## src/rtl/sdmux_pkg.sv

```systemverilog
package sdmux_pkg;

    localparam int MA_W  = 13;
    localparam int BA_W  = 2;
    localparam int MAP_A = 28;

    typedef struct packed {
        logic [BA_W-1:0] ba;
        logic [MA_W-1:0] ma;
    } sd_addr_t;

    typedef enum logic [1:0] {
        ST_IDLE = 2'd0,
        ST_ROW  = 2'd1,
        ST_COL  = 2'd2
    } mux_state_t;

    function automatic sd_addr_t map_row(input logic [MAP_A-1:0] a,
                                         input logic [1:0] wcode,
                                         input logic four);
        sd_addr_t r;
        int c;
        int h;
        c = 8 + int'(wcode);
        h = 14 + c;
        r.ma = '0;
        for (int i = 0; i < 11; i++) begin
            r.ma[i] = (i < c) ? a[14+i] : a[i+3];
        end
        r.ma[11] = four ? a[h+1] : a[h];
        r.ma[12] = four ? a[h+2] : a[h+1];
        r.ba[1]  = four ? a[h]   : a[h+2];
        r.ba[0]  = a[10+int'(wcode)];
        return r;
    endfunction

    function automatic sd_addr_t map_col(input logic [MAP_A-1:0] a,
                                         input logic [1:0] wcode,
                                         input logic four,
                                         input logic pc);
        sd_addr_t r;
        sd_addr_t rw;
        rw = map_row(a, wcode, four);
        r.ba      = rw.ba;
        r.ma      = '0;
        r.ma[9:0] = a[11:2];
        r.ma[10]  = pc;
        r.ma[11]  = (wcode == 2'd3) ? a[12] : 1'b0;
        r.ma[12]  = 1'b0;
        return r;
    endfunction

endpackage

```

## src/rtl/sdmux_cs_decode.sv

```systemverilog
module sdmux_cs_decode #(
    parameter int NUM_CS = 4,
    parameter int END_W  = 6,
    localparam int CS_W  = (NUM_CS > 1) ? $clog2(NUM_CS) : 1
) (
    input  logic [END_W-1:0]        a_top,
    input  logic [NUM_CS*END_W-1:0] cfg_end,
    output logic [CS_W-1:0]         cs_idx
);

    always_comb begin
        cs_idx = CS_W'(NUM_CS - 1);
        for (int i = NUM_CS - 1; i >= 0; i--) begin
            if (a_top < cfg_end[i*END_W +: END_W]) begin
                cs_idx = CS_W'(i);
            end
        end
    end

endmodule

```

## src/rtl/sdmux_map.sv

```systemverilog
module sdmux_map
    import sdmux_pkg::*;
(
    input  logic [MAP_A-1:0] addr,
    input  logic [1:0]       wcode,
    input  logic             four,
    input  logic             pc,
    output sd_addr_t         row_a,
    output sd_addr_t         col_a
);

    always_comb begin
        row_a = map_row(addr, wcode, four);
        col_a = map_col(addr, wcode, four, pc);
    end

endmodule

```

## src/rtl/sdmux_rowtrack.sv

```systemverilog
module sdmux_rowtrack #(
    parameter int NUM_CS = 4,
    parameter int NBA    = 4,
    parameter int ROW_W  = 13,
    localparam int CS_W  = (NUM_CS > 1) ? $clog2(NUM_CS) : 1,
    localparam int BAI_W = (NBA > 1) ? $clog2(NBA) : 1,
    localparam int NSLOT = NUM_CS * NBA,
    localparam int SLOT_W = CS_W + BAI_W
) (
    input  logic              clk,
    input  logic              rst_n,
    input  logic [CS_W-1:0]   look_cs,
    input  logic [BAI_W-1:0]  look_ba,
    input  logic [ROW_W-1:0]  look_row,
    output logic              look_hit,
    input  logic              open_en,
    input  logic [CS_W-1:0]   open_cs,
    input  logic [BAI_W-1:0]  open_ba,
    input  logic [ROW_W-1:0]  open_row,
    input  logic              close_en,
    input  logic [CS_W-1:0]   close_cs,
    input  logic [BAI_W-1:0]  close_ba,
    input  logic [NUM_CS-1:0] flush_cs
);

    logic [NSLOT-1:0] slot_v;
    logic [ROW_W-1:0] slot_row [NSLOT];
    logic [SLOT_W-1:0] look_slot, open_slot, close_slot;

    assign look_slot  = {look_cs, look_ba};
    assign open_slot  = {open_cs, open_ba};
    assign close_slot = {close_cs, close_ba};

    for (genvar s = 0; s < NSLOT; s++) begin : g_slot
        always_ff @(posedge clk or negedge rst_n) begin
            if (!rst_n) begin
                slot_v[s]   <= 1'b0;
                slot_row[s] <= '0;
            end else if (open_en && open_slot == SLOT_W'(s)) begin
                slot_v[s]   <= 1'b1;
                slot_row[s] <= open_row;
            end else if (flush_cs[s/NBA] || (close_en && close_slot == SLOT_W'(s))) begin
                slot_v[s]   <= 1'b0;
            end
        end

        assert_close_clears_R7: assert property (@(posedge clk) disable iff (!rst_n)
            (close_en && close_slot == SLOT_W'(s) && !(open_en && open_slot == SLOT_W'(s)))
            |=> !slot_v[s]);
    end

    for (genvar g = 0; g < NUM_CS; g++) begin : g_cs
        assert_flush_clears_R8: assert property (@(posedge clk) disable iff (!rst_n)
            (flush_cs[g] && !(open_en && open_cs == CS_W'(g)))
            |=> (slot_v[g*NBA +: NBA] == '0));
    end

    assign look_hit = slot_v[look_slot] && !flush_cs[look_cs] &&
                      (slot_row[look_slot] == look_row);

endmodule

```

## src/rtl/sdram_addr_mux.sv

```systemverilog
module sdram_addr_mux
    import sdmux_pkg::*;
#(
    parameter int NUM_CS = 4,
    parameter int ADDR_W = 28,
    localparam int END_W = ADDR_W - 22,
    localparam int CS_W  = (NUM_CS > 1) ? $clog2(NUM_CS) : 1,
    localparam int NBA   = 1 << BA_W
) (
    input  logic                    clk,
    input  logic                    rst_n,
    input  logic [2*NUM_CS-1:0]     cfg_col_w,
    input  logic [NUM_CS-1:0]       cfg_four_bank,
    input  logic [END_W*NUM_CS-1:0] cfg_cs_end,
    input  logic [NUM_CS-1:0]       flush_cs,
    input  logic                    req_valid,
    output logic                    req_ready,
    input  logic [ADDR_W-1:0]       req_addr,
    input  logic                    req_write,
    input  logic                    req_autopre,
    output logic                    out_valid,
    output logic                    out_row,
    output logic [NUM_CS-1:0]       out_cs,
    output logic [BA_W-1:0]         out_ba,
    output logic [MA_W-1:0]         out_ma,
    output logic                    out_hit,
    output logic                    out_write
);

    mux_state_t state_q, state_d;

    logic [CS_W-1:0] dec_idx;
    logic [1:0]      sel_w;
    logic            sel_four;
    sd_addr_t        map_r, map_c;
    logic            look_hit;
    logic            accept;

    logic [CS_W-1:0] q_cs;
    sd_addr_t        q_row, q_col;
    logic            q_hit, q_write, q_ap;

    logic wire_unused;
    assign wire_unused = ^req_addr[1:0];

    sdmux_cs_decode #(.NUM_CS(NUM_CS), .END_W(END_W)) u_dec (
        .a_top   (req_addr[ADDR_W-1:22]),
        .cfg_end (cfg_cs_end),
        .cs_idx  (dec_idx)
    );

    assign sel_w    = cfg_col_w[dec_idx*2 +: 2];
    assign sel_four = cfg_four_bank[dec_idx];

    sdmux_map u_map (
        .addr  (req_addr[MAP_A-1:0]),
        .wcode (sel_w),
        .four  (sel_four),
        .pc    (req_autopre),
        .row_a (map_r),
        .col_a (map_c)
    );

    sdmux_rowtrack #(.NUM_CS(NUM_CS), .NBA(NBA), .ROW_W(MA_W)) u_track (
        .clk      (clk),
        .rst_n    (rst_n),
        .look_cs  (dec_idx),
        .look_ba  (map_r.ba),
        .look_row (map_r.ma),
        .look_hit (look_hit),
        .open_en  (state_q == ST_ROW),
        .open_cs  (q_cs),
        .open_ba  (q_row.ba),
        .open_row (q_row.ma),
        .close_en (state_q == ST_COL && q_ap),
        .close_cs (q_cs),
        .close_ba (q_col.ba),
        .flush_cs (flush_cs)
    );

    assign accept = (state_q == ST_IDLE) && req_valid;

    always_comb begin
        state_d = state_q;
        unique case (state_q)
            ST_IDLE: if (accept) state_d = look_hit ? ST_COL : ST_ROW;
            ST_ROW:  state_d = ST_COL;
            ST_COL:  state_d = ST_IDLE;
            default: state_d = ST_IDLE;
        endcase
    end

    always_ff @(posedge clk or negedge rst_n) begin
        if (!rst_n) begin
            state_q <= ST_IDLE;
        end else begin
            state_q <= state_d;
        end
    end

    always_ff @(posedge clk or negedge rst_n) begin
        if (!rst_n) begin
            q_cs    <= '0;
            q_row   <= '0;
            q_col   <= '0;
            q_hit   <= 1'b0;
            q_write <= 1'b0;
            q_ap    <= 1'b0;
        end else if (accept) begin
            q_cs    <= dec_idx;
            q_row   <= map_r;
            q_col   <= map_c;
            q_hit   <= look_hit;
            q_write <= req_write;
            q_ap    <= req_autopre;
        end
    end

    always_comb begin
        req_ready = 1'b0;
        out_valid = 1'b0;
        out_row   = 1'b0;
        out_cs    = '0;
        out_ba    = '0;
        out_ma    = '0;
        out_hit   = 1'b0;
        out_write = 1'b0;
        unique case (state_q)
            ST_IDLE: req_ready = 1'b1;
            ST_ROW: begin
                out_valid = 1'b1;
                out_row   = 1'b1;
                out_cs    = NUM_CS'(1) << q_cs;
                out_ba    = q_row.ba;
                out_ma    = q_row.ma;
                out_hit   = q_hit;
                out_write = q_write;
            end
            ST_COL: begin
                out_valid = 1'b1;
                out_cs    = NUM_CS'(1) << q_cs;
                out_ba    = q_col.ba;
                out_ma    = q_col.ma;
                out_hit   = q_hit;
                out_write = q_write;
            end
            default: req_ready = 1'b0;
        endcase
    end

    assert_cs_onehot_R2: assert property (@(posedge clk) disable iff (!rst_n)
        out_valid |-> ($countones(out_cs) == 1));

    assert_row_then_col_R3: assert property (@(posedge clk) disable iff (!rst_n)
        (out_valid && out_row) |=> (out_valid && !out_row && !out_hit));

    assert_hit_col_only_R4: assert property (@(posedge clk) disable iff (!rst_n)
        (out_valid && out_hit) |-> !out_row);

    assert_ba_kept_R6: assert property (@(posedge clk) disable iff (!rst_n)
        (out_valid && out_row) |=> (out_ba == $past(out_ba) && out_cs == $past(out_cs)));

    assert_col_top_zero_R6: assert property (@(posedge clk) disable iff (!rst_n)
        (out_valid && !out_row) |-> !out_ma[12]);

    assert_ready_idle_R10: assert property (@(posedge clk) disable iff (!rst_n)
        out_valid |-> !req_ready);

    assert_col_ends_R10: assert property (@(posedge clk) disable iff (!rst_n)
        (out_valid && !out_row) |=> req_ready);

endmodule

```

## config.mk

```make
export PLATFORM = sky130hd
export DESIGN_NAME = sdram_addr_mux
export DESIGN_NICKNAME = d
export VERILOG_FILES = /design/src/rtl/sdmux_pkg.sv /design/src/rtl/sdmux_cs_decode.sv /design/src/rtl/sdmux_map.sv /design/src/rtl/sdmux_rowtrack.sv /design/src/rtl/sdram_addr_mux.sv
export SDC_FILE = /design/constraint.sdc
export NUM_CORES = 1
export LEC_CHECK = 0
export BUFFER_PORTS_ARGS = -buffer_cell sky130_fd_sc_hd__buf_2
export CORE_ASPECT_RATIO = 1.25
export CORE_UTILIZATION = 60
export CTS_BUF_LIST = sky130_fd_sc_hd__clkbuf_4
export DETAILED_ROUTE_END_ITERATION = 8
export GPL_ROUTABILITY_DRIVEN = 1
export PLACE_DENSITY = 0.79
export SLEW_MARGIN = 5
export SYNTH_ARGS = -nofsm -noshare
export SYNTH_HDL_FRONTEND = slang
export SYNTH_SLANG_ARGS = --single-unit
```

## constraint.sdc

```tcl
create_clock -name clk -period 2.1 [get_ports clk]
set_input_delay 0.42 -clock clk [delete_from_list [all_inputs] [get_ports clk]]
set_output_delay 0.42 -clock clk [all_outputs]
set_load 0.02 [all_outputs]
```

==> flow_metrics.py, run 1 <==
metrics = {
    "pwr": {
        "p_leak_nw": 8.802,
        "comb_power_share_pct": 45.9,
        "switching_share_pct": 39.15,
        "netSwitchingPower_mw": 9.360,
        "p_seq_share_pct": 35.4,
        "power.internal_mw": 14.55,
        "vdd_drop_max_v": 0.001047,
        "p_clk_share_pct": 18.7,
        "power.total_mw": 23.91,
        "power_density_nw_per_um2": 1279,
    },
    "critical_path": {
        "critPathRequiredTime_ns": 2.70,
        "worstRegToRegCells": 7,
        "crit_path_top_delay_cell": "mux2i_1",
        "crit_path_max_incr_delay_ns": 0.75,
        "crit_top_cell": "buf_4",
        "cp_data_arrival_time_ns": 5.05,
        "crit_chain": "buf_6 -> inv_4 -> ha_4 -> a21o_4 -> o21bai_4 -> a211oi_4 -> buf_4 -> o311a_4 -> o32ai_4 -> mux2i_4 -> buf_8 -> buf_4 -> mux2i_1 -> a211oi_2 -> a311oi_2 -> xnor2_1 -> nand2_1 -> nor4_4 -> o31a_1",
        "r2r_end": "state_q[1]",
        "criticalPathCategory": "in2reg",
        "critPathLaunchType": "primary input",
        "critPathMaxFanout": 5,
        "rrSetupSlack_ns": -0.62,
        "endpoint_kind": "register",
        "r2r-start": "u_track.slot_row[140]",
    },
    "timing": {
        "setup_violations": 62,
        "drv_slew": 0,
        "hold_viol": 0,
        "timing.hold.ws_ns": 0.04453,
        "rsz0062_at_grt": "true",
        "worst_slack_ns": -2.349,
        "max_slew_margin_pct": 39.53,
        "tightest_slew_ns": 0.8819,
        "post-route-period-util_pct": 211.9,
        "fin_crit_ns": 4.449,
        "fin_skew_ns": 0.09607,
        "max_freq_mhz": 224.8,
    },
    "logic_synthesis": {
        "ys_top_cells_by_area": "dfrtp_1 (47%), mux2_2 (19%), mux2i_1 (5.8%)",
        "yosys.area.top_type": "dfrtp_1",
        "ys_seq_area_share_pct": 47.20,
        "ys.flop_type": "dfrtp_1",
        "synth-seq-cells": 257,
        "synth_edf_count": 0,
        "synthTopCellsByCount": "dfrtp_1 (257), mux2_2 (234), nand2_1 (109)",
        "synth.avg_cell_area_um2": 11.33,
        "yosys.cell_count.top_type": "dfrtp_1",
        "synth.top_cell.area_share_pct": 47.20,
        "post_synth_num_cell_types": 75,
        "syn-num-nets": 1295,
        "syn_area_um2": 13620,
        "synthCells": 1202,
        "ys_warn_count": 0,
        "async_flop_share_pct": 100.0,
    },
    "clock_tree": {
        "ctsRootBufferMaster": "clkbuf_4",
        "clk_latency_ns": 0.76,
        "clockBufferDepth": 3,
        "cts_tree": "built",
        "numCtsBuffers": 66,
        "cts_sinks": 257,
        "clkTransAtPathRegs_ns": 0.06,
        "cts_htree_levels": 3,
    },
    "grt": {
        "antenna_found_initial": 6,
        "grt_pass1_wl_um": 70580,
        "grt_max_degree": 56,
        "gr-total-overflow": 0,
        "grt_util_all_layers_pct": 40.72,
        "grt_pass1_vias": 12918,
    },
    "floorplanning": {
        "dieArea_um2": 23320,
        "die_width_um": 136.8,
        "rows": 61,
        "die_y_um": 170.5,
        "design.portCount": 97,
        "fp.coreArea_um2": 22290,
        "start_util_pct": 61.13,
    },
    "route": {
        "drt_iter0_drc": 1540,
        "wl_um": 53380,
        "ant_nets": 0,
        "route.detailed.drc": 0,
        "dr.pass1.iters": 6,
        "vias": 13000,
        "wire_per_inst_um": 28.38,
        "viasPerCell": 6.911,
    },
    "layout": {
        "seq_area_um2": 6431,
        "fin_util_pct": 83.88,
        "drive_above_1_share_pct": 51.16,
        "n_fill_cell": 1033,
        "multi_input_area_um2": 7626,
        "fin_nets": 1651,
        "syn_to_final_growth_pct": 37.21,
    },
    "outcome": {
        "violations": "setup timing",
        "status": "finished with violations",
    },
    "job": {
        "drv_cap": 0,
    },
    "hold_path": {
        "min_from": "req_addr[14]",
        "hp-class": "in2reg",
        "min_to": "q_row[0]",
        "holdPathStages": 2,
    },
    "placed_design": {
        "hpwl_um": 27340,
        "place.gp.congestion": 0.9533,
        "io_buffers": 88,
        "pre_cts_ws_ns": -2.595,
    },
}
==> sequential cells by signal, summed over array words and instances (netlist names) <==
name	flops
q_col	14
q_cs	2
q_hit	1
q_row	13
q_write	1
state_q	2
u_track.slot_row	208
u_track.slot_v	16
==> worst max path at each step <==
| stage | startpoint | slack, ns | to |
|---|---|---|---|
| CTS | cfg_cs_end[11] | -1.68 | q_hit |
| finish | cfg_cs_end[17] | -2.35 | state_q[1] |
| floorplan | cfg_cs_end[11] | -2.02 | q_hit |
| global route | cfg_cs_end[15] | -2.36 | state_q[1] |
| global placement | cfg_cs_end[11] | -2.49 | q_hit |
| detailed placement | req_addr[25] | -2.60 | q_hit |
==> final cells by class <==
| type | instances | share of cell area (%) |
|---|---|---|
| tap | 283 | 1.894 |
| multi-input combinational | 838 | 40.79 |
| clock inverter | 16 | 0.7697 |
| timing repair buffer | 362 | 17.74 |
| inverter | 33 | 0.7831 |
| antenna | 3 | 0.04016 |
| clock buffer | 89 | 3.574 |
| sequential | 257 | 34.40 |
==> layer usage <==
layer	GRT usage (%)	part of all wire [%]	vias to the layer above
met2	64.64	45	1076
met4	29.48	8.2	6
li1	-	-	5198
met3	9.413	13	394
met1	48.42	33	6326
met5	0	0.17	-
==> cells by family after synthesis <==
logic type / share of synthesized area, %
xor+xnor: 0.7807
fa+ha+maj: 1.837
buf+inv: 3.233
simple gates: 10.03
compound gates: 11.28
mux: 25.64
flops: 47.20
==> metrics by stage <==
stage | instances | TNS (ns) | area (um2)
3_3_place_gp | 1677 | -16.65 | 15970
2_1_floorplan | 1202 | -11.54 | 13850
4_1_cts | 1830 | -12.00 | 17970
3_5_place_dp | 1677 | -17.38 | 15970
5_1_grt | 1881 | -27.72 | 18690
6_report | 1881 | -22.05 | 18690
==> placed cells by master, fill, tap and decap left out, types with 29 or more instances in the layout <==
cell,instances
clkbuf_4,90
mux2_2,228
nand2_1,104
o22ai_1,29
buf_2,55
buf_6,65
dfrtp_1,257
buf_12,31
mux2i_1,73
o21ai_0,29
buf_4,189
==> repair_timing <==
| action | 4_1_cts | 5_1_grt |
|---|---|---|
| gates cloned | 4 | 0 |
| endpoints found under the setup margin | 34 | 47 |
| gates resized for setup | 174 | 89 |
| setup buffers | 33 | 49 |
| hold endpoints to repair | 173 | 0 |
| pin swaps | 29 | 34 |
| hold buffers | 13 | 0 |
==> power groups by stage <==
stage,Sequential (mW),Clock (mW),Combinational [mW]
after floorplan,7.56,0,5.54
after global placement,8.07,0,7.84
after detailed placement,8.19,0,8.08
after CTS,8.18,4.42,9.51
after global routing,8.59,4.71,11.5
final,8.47,4.46,11.0
==> worst max-delay path, delay by kind of cell <==
kind | cells | cell delay (ns)
AOI/OAI and AO/OA | 8 | 1.94
xor gates and xnor gates | 1 | 0.17
adders and majority gates | 1 | 0.21
buffers and inverters | 5 | 0.70
muxes | 2 | 1.06
and+or+nand+nor | 2 | 0.53
Note: power is estimated with default switching activity, not from simulation.
==> run 2: changes to the inputs <==
==> constraint.sdc (replaced) <==
create_clock -name clk -period 2.1 [get_ports clk]
set_input_delay 0.21 -clock clk [delete_from_list [all_inputs] [get_ports clk]]
set_output_delay 0.21 -clock clk [all_outputs]
set_load 0.02 [all_outputs]
==> run 2 against run 1 <==
Compared with the run above: the flow still finishes with violations (setup timing); register-to-register slack better by 0.03 ns; flip-flop and latch count is the same; clock power is 7.2% lower; non-clock buffer count fell by 26; critical path depth increased by 1; routed wire length is 10% lower; utilization down 2.1 points; count of clock-buffer cells in the layout is 4 lower; largest cell class unchanged; highest routed layer unchanged.
==> flow_metrics.py, run 2 (synthesis gave the netlist of run 1 again) <==
metrics = {
    "critical_path": {
        "worstRegToRegCells": 8,
        "critPathLaunchType": "primary input",
        "critPathRequiredTime_ns": 2.66,
        "r2r_end": "state_q[0]",
        "criticalPathCategory": "in2reg",
        "cp_data_arrival_time_ns": 4.42,
        "critPathMaxFanout": 7,
        "rrSetupSlack_ns": -0.59,
        "endpoint_kind": "register",
        "r2r-start": "u_track.slot_row[35]",
    },
    "grt": {
        "gr-total-overflow": 0,
        "grt_util_all_layers_pct": 39.92,
        "grt_pass1_wl_um": 69030,
        "grt_pass1_vias": 12698,
        "grt_max_degree": 68,
        "antenna_found_initial": 3,
    },
    "route": {
        "dr.pass1.iters": 8,
        "viasPerCell": 6.648,
        "wl_um": 47950,
        "ant_nets": 0,
        "wire_per_inst_um": 25.78,
        "drt_iter0_drc": 1111,
        "vias": 12365,
        "route.detailed.drc": 0,
    },
    "placed_design": {
        "pre_cts_ws_ns": -2.458,
        "place.gp.congestion": 0.9639,
        "io_buffers": 88,
        "hpwl_um": 27730,
        "postPlaceCellArea_um2": 15860,
    },
    "floorplanning": {
        "rows": 61,
        "die_y_um": 170.5,
        "design.portCount": 97,
        "fp.coreArea_um2": 22290,
        "start_util_pct": 61.13,
        "dieArea_um2": 23320,
        "die_width_um": 136.8,
    },
    "timing": {
        "fin_crit_ns": 3.858,
        "tns_ns": -9.413,
        "max_slew_margin_pct": 55.83,
        "drv_slew": 0,
        "rsz0062_at_grt": "true",
        "fin_skew_ns": 0.06795,
        "worst_slack_ns": -1.758,
        "max_freq_mhz": 259.2,
        "post-route-period-util_pct": 183.7,
        "setup_violations": 32,
        "tightest_slew_ns": 0.6625,
        "hold_viol": 0,
    },
    "layout": {
        "drive_above_1_share_pct": 49.02,
        "syn_to_final_growth_pct": 33.85,
        "largest_register_ffs": 208,
        "final_common_cell": "dfrtp_1",
        "mostFrequentLayoutCells": "dfrtp_1 (257), mux2_2 (228), buf_4 (185), nand2_1 (104), clkbuf_4 (86)",
        "final_area_um2": 18240,
        "n_fill_cell": 1138,
        "top_register": "u_track.slot_row",
        "fin_util_pct": 81.83,
        "fin_nets": 1625,
        "reg.largest.list": "u_track.slot_row: 208 flops, u_track.slot_v: 16 flops, q_col: 14 flops",
    },
    "clock_tree": {
        "clkTransAtPathRegs_ns": 0.07,
        "cts_sinks": 257,
        "clockBufferDepth": 3,
        "cts_htree_levels": 3,
        "numCtsBuffers": 66,
        "clk_latency_ns": 0.72,
        "ctsRootBufferMaster": "clkbuf_4",
        "cts_tree": "built",
    },
    "pwr": {
        "p_leak_nw": 8.588,
        "power.total_mw": 22.86,
        "power_density_nw_per_um2": 1254,
        "vdd_drop_max_v": 0.0009551,
    },
    "job": {
        "drv_cap": 0,
    },
    "outcome": {
        "status": "finished with violations",
        "violations": "setup timing",
    },
    "hold_path": {
        "hp-class": "in2async",
    },
}
==> run 2: cell types whose count changed in the layout (fill, tap and decap cells not counted), moves of 5 or more <==
cell,previous run,this run
nor3_1,17,12
o21ai_0,29,34
dlygate4sd3_1,13,27
buf_6,65,34
clkinv_1,11,20
==> run 2: stage by stage <==
| step | std cells | hold slack, ns |
|---|---|---|
| after CTS | 1846 | 0.09383 |
| after floorplan | 1202 | -0.08559 |
| after global routing | 1859 | 0.08199 |
| final | 1860 | 0.05154 |
| after global placement | 1673 | 0.1938 |
| after detailed placement | 1673 | 0.1981 |
==> run 2: per-layer routing <==
layer	global-route usage [%]	vias to the layer above	part of all wire, %
li1	-	5125	-
met1	46.80	6063	34
met2	65.22	865	47
met3	9.532	310	11
met4	25.94	2	7.6
met5	0	-	0.023
==> run 2: worst max path at each step <==
stage	startpoint	endpoint	slack, ns	depth (start not counted)
after global placement	cfg_cs_end[17]	q_hit	-2.29	19
after global routing	cfg_cs_end[15]	state_q[0]	-1.83	21
after floorplan	cfg_cs_end[11]	q_hit	-1.81	19
after detailed placement	cfg_cs_end[17]	q_hit	-2.46	20
final	req_addr[27]	state_q[0]	-1.76	20
after CTS	req_addr[27]	q_hit	-1.39	20
==> run 2: what timing repair did <==
action / 4_1_cts / 5_1_grt
hold buffers: 27 / 0
endpoints found under the hold margin: 241 / 0
endpoints found under the setup margin: 31 / 37
gates resized for setup: 146 / 69
cloned: 3 / 0
pin swaps: 36 / 24
buffers inserted: 33 / 15
==> run 2: layout make-up <==
class                      count  area [um2]  share of cell area [%]
multi-input combinational    838        7580                   41.56
sequential                   257        6431                   35.27
clock buffer                  85       638.1                   3.499
antenna                        2       5.005                 0.02744
tap                          283       354.1                   1.942
clock inverter                26       128.9                  0.7067
timing repair buffer         336        2950                   16.18
inverter                      33       148.9                  0.8165
==> run 2: power breakdown <==
group	internal, mW	total, mW	switching, mW
clock	2.02	4.14	2.12
combinational	5.30	10.4	5.14
sequential	6.71	8.29	1.57
total	14.0	22.9	8.83
==> run 2: critical path: stages <==
cell and delay (ns):
buf_12 0.11, ha_4 0.25, a21o_1 0.19, buf_4 0.14, a2bb2oi_2 0.12, o21ai_2 0.13, or4_4 0.57, nand2_8 0.11
buf_4 0.12, a221oi_2 0.03, buf_4 0.15, buf_4 0.17, o32ai_2 0.51, nor3_4 0.11, o21a_1 0.22, o32ai_2 0.28
o41a_1 0.27, nand4_1 0.17, nor4_4 0.40, a21oi_1 0.16
